File: src/rtl/rbank_pkg.sv
package rbank_pkg;

    localparam int MODE_W   = 5;
    localparam int LIVE_CNT = 15;
    localparam int IDX_W    = 4;
    localparam int SLOT_CNT = 6;
    localparam int SLOT_W   = $clog2(SLOT_CNT);
    localparam int HI_BASE  = 8;
    localparam int HI_CNT   = 5;
    localparam int SP_IDX   = 13;
    localparam int LR_IDX   = 14;

    typedef logic [MODE_W-1:0] mode_t;
    typedef logic [SLOT_W-1:0] slot_t;

    typedef enum logic [MODE_W-1:0] {
        MD_USR = 5'b10000,
        MD_FIQ = 5'b10001,
        MD_IRQ = 5'b10010,
        MD_SVC = 5'b10011,
        MD_ABT = 5'b10111,
        MD_UND = 5'b11011,
        MD_SYS = 5'b11111
    } mode_e;

    typedef struct packed {
        logic  active;
        logic  enter_fiq;
        logic  leave_fiq;
        logic  same_slot;
        slot_t old_slot;
        slot_t new_slot;
    } swap_ctl_t;

    // Slot used by registers 13/14; unknown codes fall into the shared user slot
    function automatic slot_t slot_of(mode_t m);
        case (m)
            MD_USR, MD_SYS: return slot_t'(0);
            MD_FIQ:         return slot_t'(1);
            MD_IRQ:         return slot_t'(2);
            MD_SVC:         return slot_t'(3);
            MD_ABT:         return slot_t'(4);
            MD_UND:         return slot_t'(5);
            default:        return slot_t'(0);
        endcase
    endfunction

    function automatic logic is_fiq(mode_t m);
        return m == MD_FIQ;
    endfunction

    function automatic swap_ctl_t plan_swap(logic en, mode_t from_m, mode_t to_m);
        swap_ctl_t c;
        c.active    = en;
        c.old_slot  = slot_of(from_m);
        c.new_slot  = slot_of(to_m);
        c.same_slot = (c.old_slot == c.new_slot);
        c.enter_fiq = en && is_fiq(to_m) && !is_fiq(from_m);
        c.leave_fiq = en && is_fiq(from_m) && !is_fiq(to_m);
        return c;
    endfunction

endpackage

File: src/rtl/rbank_wr_merge.sv
module rbank_wr_merge #(
    parameter int DATA_W = 32,
    parameter int CNT    = 15,
    parameter int IDX_W  = 4
) (
    input  logic [CNT-1:0][DATA_W-1:0] live_i,
    input  logic                       wr_en_i,
    input  logic [IDX_W-1:0]           wr_idx_i,
    input  logic [DATA_W-1:0]          wr_data_i,
    output logic [CNT-1:0][DATA_W-1:0] merged_o
);

    // Live view with the pending write folded in; indices past CNT hit nothing
    for (genvar i = 0; i < CNT; i++) begin : g_reg
        assign merged_o[i] = (wr_en_i && (wr_idx_i == IDX_W'(i))) ? wr_data_i : live_i[i];
    end

endmodule

File: src/rtl/rbank_slot_bank.sv
module rbank_slot_bank #(
    parameter int DATA_W = 32,
    parameter int SLOTS  = 6,
    localparam int IDX_W = $clog2(SLOTS)
) (
    input  logic              clk,
    input  logic              rst,
    input  logic              save_en_i,
    input  logic [IDX_W-1:0]  save_idx_i,
    input  logic [DATA_W-1:0] save_val_i,
    input  logic              ovr_en_i,
    input  logic [IDX_W-1:0]  ovr_idx_i,
    input  logic [DATA_W-1:0] ovr_val_i,
    input  logic [IDX_W-1:0]  load_idx_i,
    output logic [DATA_W-1:0] load_val_o
);

    logic [SLOTS-1:0][DATA_W-1:0] slot_q;

    // Override is written after the save so it wins on a shared slot
    always_ff @(posedge clk) begin
        if (rst) begin
            slot_q <= '0;
        end else begin
            if (save_en_i) slot_q[save_idx_i] <= save_val_i;
            if (ovr_en_i)  slot_q[ovr_idx_i]  <= ovr_val_i;
        end
    end

    assign load_val_o = (load_idx_i < IDX_W'(SLOTS)) ? slot_q[load_idx_i] : '0;

endmodule

File: src/rtl/rbank_hi_shadow.sv
module rbank_hi_shadow #(
    parameter int DATA_W = 32,
    parameter int CNT    = 5
) (
    input  logic                       clk,
    input  logic                       rst,
    input  logic                       enter_i,
    input  logic                       leave_i,
    input  logic [CNT-1:0][DATA_W-1:0] live_i,
    output logic [CNT-1:0][DATA_W-1:0] usr_o,
    output logic [CNT-1:0][DATA_W-1:0] fiq_o
);

    logic [CNT-1:0][DATA_W-1:0] usr_q;
    logic [CNT-1:0][DATA_W-1:0] fiq_q;

    always_ff @(posedge clk) begin
        if (rst) begin
            usr_q <= '0;
            fiq_q <= '0;
        end else begin
            if (enter_i) usr_q <= live_i;
            if (leave_i) fiq_q <= live_i;
        end
    end

    assign usr_o = usr_q;
    assign fiq_o = fiq_q;

endmodule

File: src/rtl/rbank_rd_port.sv
module rbank_rd_port #(
    parameter int DATA_W = 32,
    parameter int CNT    = 15,
    parameter int IDX_W  = 4
) (
    input  logic [CNT-1:0][DATA_W-1:0] live_i,
    input  logic [IDX_W-1:0]           idx_i,
    output logic [DATA_W-1:0]          data_o
);

    assign data_o = (idx_i < IDX_W'(CNT)) ? live_i[idx_i] : '0;

endmodule

File: src/rtl/rbank_regfile.sv
module rbank_regfile
    import rbank_pkg::*;
#(
    parameter int DATA_W = 32
) (
    input  logic              clk,
    input  logic              rst,
    input  logic [MODE_W-1:0] cur_mode,
    input  logic [IDX_W-1:0]  rd_a_idx,
    output logic [DATA_W-1:0] rd_a_data,
    input  logic [IDX_W-1:0]  rd_b_idx,
    output logic [DATA_W-1:0] rd_b_data,
    input  logic              wr_en,
    input  logic [IDX_W-1:0]  wr_idx,
    input  logic [DATA_W-1:0] wr_data,
    input  logic              chg_en,
    input  logic [MODE_W-1:0] chg_mode,
    input  logic              chg_link_en,
    input  logic [DATA_W-1:0] chg_link_val
);

    logic [LIVE_CNT-1:0][DATA_W-1:0] live_q;
    logic [LIVE_CNT-1:0][DATA_W-1:0] merged;
    logic [LIVE_CNT-1:0][DATA_W-1:0] live_d;
    logic [1:0][DATA_W-1:0]          sl_load;
    logic [HI_CNT-1:0][DATA_W-1:0]   usr_hi;
    logic [HI_CNT-1:0][DATA_W-1:0]   fiq_hi;
    swap_ctl_t                       ctl;

    assign ctl = plan_swap(chg_en, cur_mode, chg_mode);

    rbank_wr_merge #(.DATA_W(DATA_W), .CNT(LIVE_CNT), .IDX_W(IDX_W)) u_merge (
        .live_i    (live_q),
        .wr_en_i   (wr_en),
        .wr_idx_i  (wr_idx),
        .wr_data_i (wr_data),
        .merged_o  (merged)
    );

    // Slot storage for the stack (g=0) and link (g=1) registers
    for (genvar g = 0; g < 2; g++) begin : g_sl
        localparam int REG_NUM = SP_IDX + g;
        localparam bit IS_LINK = (g == 1);
        rbank_slot_bank #(.DATA_W(DATA_W), .SLOTS(SLOT_CNT)) u_bank (
            .clk        (clk),
            .rst        (rst),
            .save_en_i  (ctl.active),
            .save_idx_i (ctl.old_slot),
            .save_val_i (merged[REG_NUM]),
            .ovr_en_i   (ctl.active && chg_link_en && IS_LINK),
            .ovr_idx_i  (ctl.new_slot),
            .ovr_val_i  (chg_link_val),
            .load_idx_i (ctl.new_slot),
            .load_val_o (sl_load[g])
        );
    end

    rbank_hi_shadow #(.DATA_W(DATA_W), .CNT(HI_CNT)) u_hi (
        .clk     (clk),
        .rst     (rst),
        .enter_i (ctl.enter_fiq),
        .leave_i (ctl.leave_fiq),
        .live_i  (merged[HI_BASE +: HI_CNT]),
        .usr_o   (usr_hi),
        .fiq_o   (fiq_hi)
    );

    always_comb begin
        live_d = merged;
        if (ctl.active) begin
            live_d[SP_IDX] = ctl.same_slot ? merged[SP_IDX] : sl_load[0];
            if (chg_link_en) begin
                live_d[LR_IDX] = chg_link_val;
            end else begin
                live_d[LR_IDX] = ctl.same_slot ? merged[LR_IDX] : sl_load[1];
            end
            if (ctl.enter_fiq) begin
                live_d[HI_BASE +: HI_CNT] = fiq_hi;
            end else if (ctl.leave_fiq) begin
                live_d[HI_BASE +: HI_CNT] = usr_hi;
            end
        end
    end

    always_ff @(posedge clk) begin
        if (rst) live_q <= '0;
        else     live_q <= live_d;
    end

    rbank_rd_port #(.DATA_W(DATA_W), .CNT(LIVE_CNT), .IDX_W(IDX_W)) u_rd_a (
        .live_i (live_q),
        .idx_i  (rd_a_idx),
        .data_o (rd_a_data)
    );

    rbank_rd_port #(.DATA_W(DATA_W), .CNT(LIVE_CNT), .IDX_W(IDX_W)) u_rd_b (
        .live_i (live_q),
        .idx_i  (rd_b_idx),
        .data_o (rd_b_data)
    );

endmodule

File: config.mk
export PLATFORM = sky130hd
export DESIGN_NAME = rbank_regfile
export DESIGN_NICKNAME = d
export VERILOG_FILES = /design/src/rtl/rbank_pkg.sv /design/src/rtl/rbank_wr_merge.sv /design/src/rtl/rbank_slot_bank.sv /design/src/rtl/rbank_hi_shadow.sv /design/src/rtl/rbank_rd_port.sv /design/src/rtl/rbank_regfile.sv
export SDC_FILE = /design/constraint.sdc
export NUM_CORES = 2
export LEC_CHECK = 0
export ABC_AREA = 1
export BUFFER_PORTS_ARGS = -buffer_cell sky130_fd_sc_hd__buf_4
export CAP_MARGIN = 20
export CORE_ASPECT_RATIO = 0.6
export CORE_MARGIN = 2
export CORE_UTILIZATION = 35
export CTS_CLUSTER_SIZE = 25
export DETAILED_ROUTE_END_ITERATION = 7
export HOLD_SLACK_MARGIN = 0.02
export SLEW_MARGIN = 20
export SYNTH_ARGS = -nofsm -noshare
export SYNTH_HDL_FRONTEND = slang
export SYNTH_SLANG_ARGS = --single-unit
File: constraint.sdc
create_clock -name clk -period 2.85 [get_ports clk]
set_clock_uncertainty 0.15 [all_clocks]
set_input_delay 0.57 -clock clk [delete_from_list [all_inputs] [get_ports clk]]
set_output_delay 0.57 -clock clk [all_outputs]
set_load 0.03 [all_outputs]
==> run metrics <==
status=complete, but fails checks; failing checks=negative setup slack; Design Area, Final=~0.07 mm²; Post-DRT Antenna Nets=0; max_cap viols=0; Crit Path Max Fanout=2; P_leak=25.2 nW; Area after DPL=between 0.06 and 0.07 mm²; pwr dens=566 mW/mm²; Tightest Pin Transition=0.975 ns; hpwl dp=~160,000 µm; Sink Count=between 1,000 and 1,500; Area contributors post-synth=dfxtp_1 41%, a21oi_1 12%, o21ai_0 12%, nand2_1 7.4%, inv_1 6.2%; area grow syn2layout=19.3%; Core ar.=0.164 mm²; vias per inst=between 5 and 6; post-synth top area cell=dfxtp_1; CTS H-tree depth=3; synth unique cells=37; vias=slightly above 60,000; die width=527 µm; most common library cells after synthesis=1,424 x a21oi_1, 1,335 x o21ai_0, 1,184 x dfxtp_1; Max Root-Sink Buffers=3; Clock Pin Slew Worst Setup and Hold Paths=around 0.070 ns; Total Neg Setup Slack=-0.303 ns; min Tclk post-route=roughly 3.1 ns; DRC viols=0; fin cells=10,400; Core Util, Final=42.0%; overall routed net length=251,000 µm; first-pass GRT wire length=about 370,000 µm; Port Buffer Count=around 150; Post-Syn Instances=a little over 8,000; layout cells sized above 1=12.7%; crit path DAT=between 2 and 2.5 ns; RSZ-0062 raised after global routing=true; Fin. Hold Viols=0; initial drt markers=9,324; CTS buffer count=111; total gr overflow=0; syn_nets=between 8,000 and 9,000; slew margin rel.=35.0%; Seq/Total Area, Yosys=roughly two fifths; DP Cell Count=approximately 10,000; hold_ws=between 0.03 and 0.04 ns; io pins=around 160; Synthesis Warnings=0; Max VDD drop=0.549 mV; Slew Limit Fails=0; vias in the first global route=around 55,000; largest net degree at the start of global routing=around 170; asr flop ratio synth=0%; Mean Syn Cell Area=roughly 7.1 µm²; Crit. End Element=output pin; Initial Util=about a third; drt first pass iters=8; Skew-Pair Late Insertion Delay=approximately 0.75 ns; Final setup viols=2; pre-CTS WS=-0.227 ns; Post-synth top flop=dfxtp_1; top-area cell type share of the netlist area=just over 40%; Min-Delay Path Class=input pin to register; DR WL/cell=24.2 µm; Seq cells post-synth=1,184; most numerous cell in the Yosys netlist=a21oi_1; Post-Syn Area=0.0575 mm²; FMAX=320 MHz; CTS root buf=clkbuf_16; full die area=between 0.15 and 0.2 mm²; Crit Path Category=register to output pin; CP required=about 2.1 ns; row count=approximately 120; Tcrit/Tclk final=110%; GRT Total Usage=between 20 and 30%; Post-synth EDFFs=0; CTS tree=yes; initial antenna violation count=12; routability cong.=~1; final worst slack=-0.275 ns; Worst setup SP type=register; Power Total=38.9 mW; die height=approximately 320 µm; NumNets Final=around 8,200
[sequential cells by signal, summed over array words and instances (netlist names)]
name,count
live_q,480
g_sl.u_bank.slot_q,384
u_hi.fiq_o,160
u_hi.usr_o,160
[final cells by class]
| class | instances | area (µm²) |
|---|---|---|
| timing repair inverter | 1 | 11.3 |
| timing repair buffer | 607 | 6780 |
| antenna | 6 | 15.0 |
| sequential | 1184 | 23800 |
| clock inverter | 51 | 721 |
| multi-input combinational | 5240 | 27800 |
| fill | 16400 | 95000 |
| clock buffer | 150 | 3120 |
| inverter | 995 | 3780 |
| tap | 2164 | 2710 |
[routing by layer]
metal  track usage (%)  up-vias  routed length (µm)  share of wire (%)
met5                 0        -                  66              0.026
li1                  -    27900                   -                  -
met4              10.1       12                9910                3.9
met2              39.4     3906               99800                 40
met1              42.3    28800              109000                 44
met3              6.68      613               32000                 13
[placed cells by master (no fill, tap or decap), drive strengths merged]
cell	Yosys	routed
inv	971	976
bufbuf	0	1
or2	1	1
a22oi	38	38
nand2	1135	1135
buf	206	565
nand3b	3	3
nand4	49	49
o221ai	113	113
o22ai	26	26
clkinv	24	52
bufinv	0	13
nor4	1	1
clkinvlp	0	6
o21ai	1446	1446
nand3	282	282
a32o	5	5
dlygate4sd3	0	33
o211ai	95	95
o2111ai	57	57
clkbuf	528	158
a211oi	54	54
o21a	12	12
a221oi	219	219
nor2	264	264
a21oi	1435	1435
dfxtp	1184	1184
a31oi	5	5
diode	0	6
[power by group]
group          switching (mW)  internal, mW
Clock                    7.21          8.91
Combinational            3.70          1.77
Sequential              0.312          17.0
Total                    11.2          27.6
[what timing repair did]
item | in CTS | in global routing
hold endpoints to repair | 83 | 0
gates resized for setup | 88 | 190
setup buffers | 2 | 10
hold buffers | 33 | 0
gates cloned | 1 | 9
endpoints found under the setup margin | 46 | 60
pin swaps | 16 | 66
[path summary, 6_finish.rpt]
kind / startpoint / endpoint / slack [ns] / cells past startpoint
setup / recovery: live_q[411] / rd_b_data[27] / -0.28 / 5
setup reg to reg: live_q[467] / live_q[467] / 1.02 / 8
hold / removal: chg_link_val[0] / g_sl[1].u_bank.slot_q[96] / 0.04 / 3
hold reg to reg: u_hi.usr_o[142] / live_q[398] / 0.29 / 2
[kinds of logic after synthesis]
family,Yosys count,synth area share (%)
compound gates,3505,34.7
buf+inv,1729,11.8
flops,1184,41.2
simple gates,1735,12.3
[critical path: stages, from the launching register on]
cell and delay [ns]:
dfxtp_2 0.36, inv_2 0.06, a21oi_2 0.11, a22oi_1 0.08, o211ai_1 0.76, buf_4 0.30
Note: power is estimated with default switching activity, not from simulation.
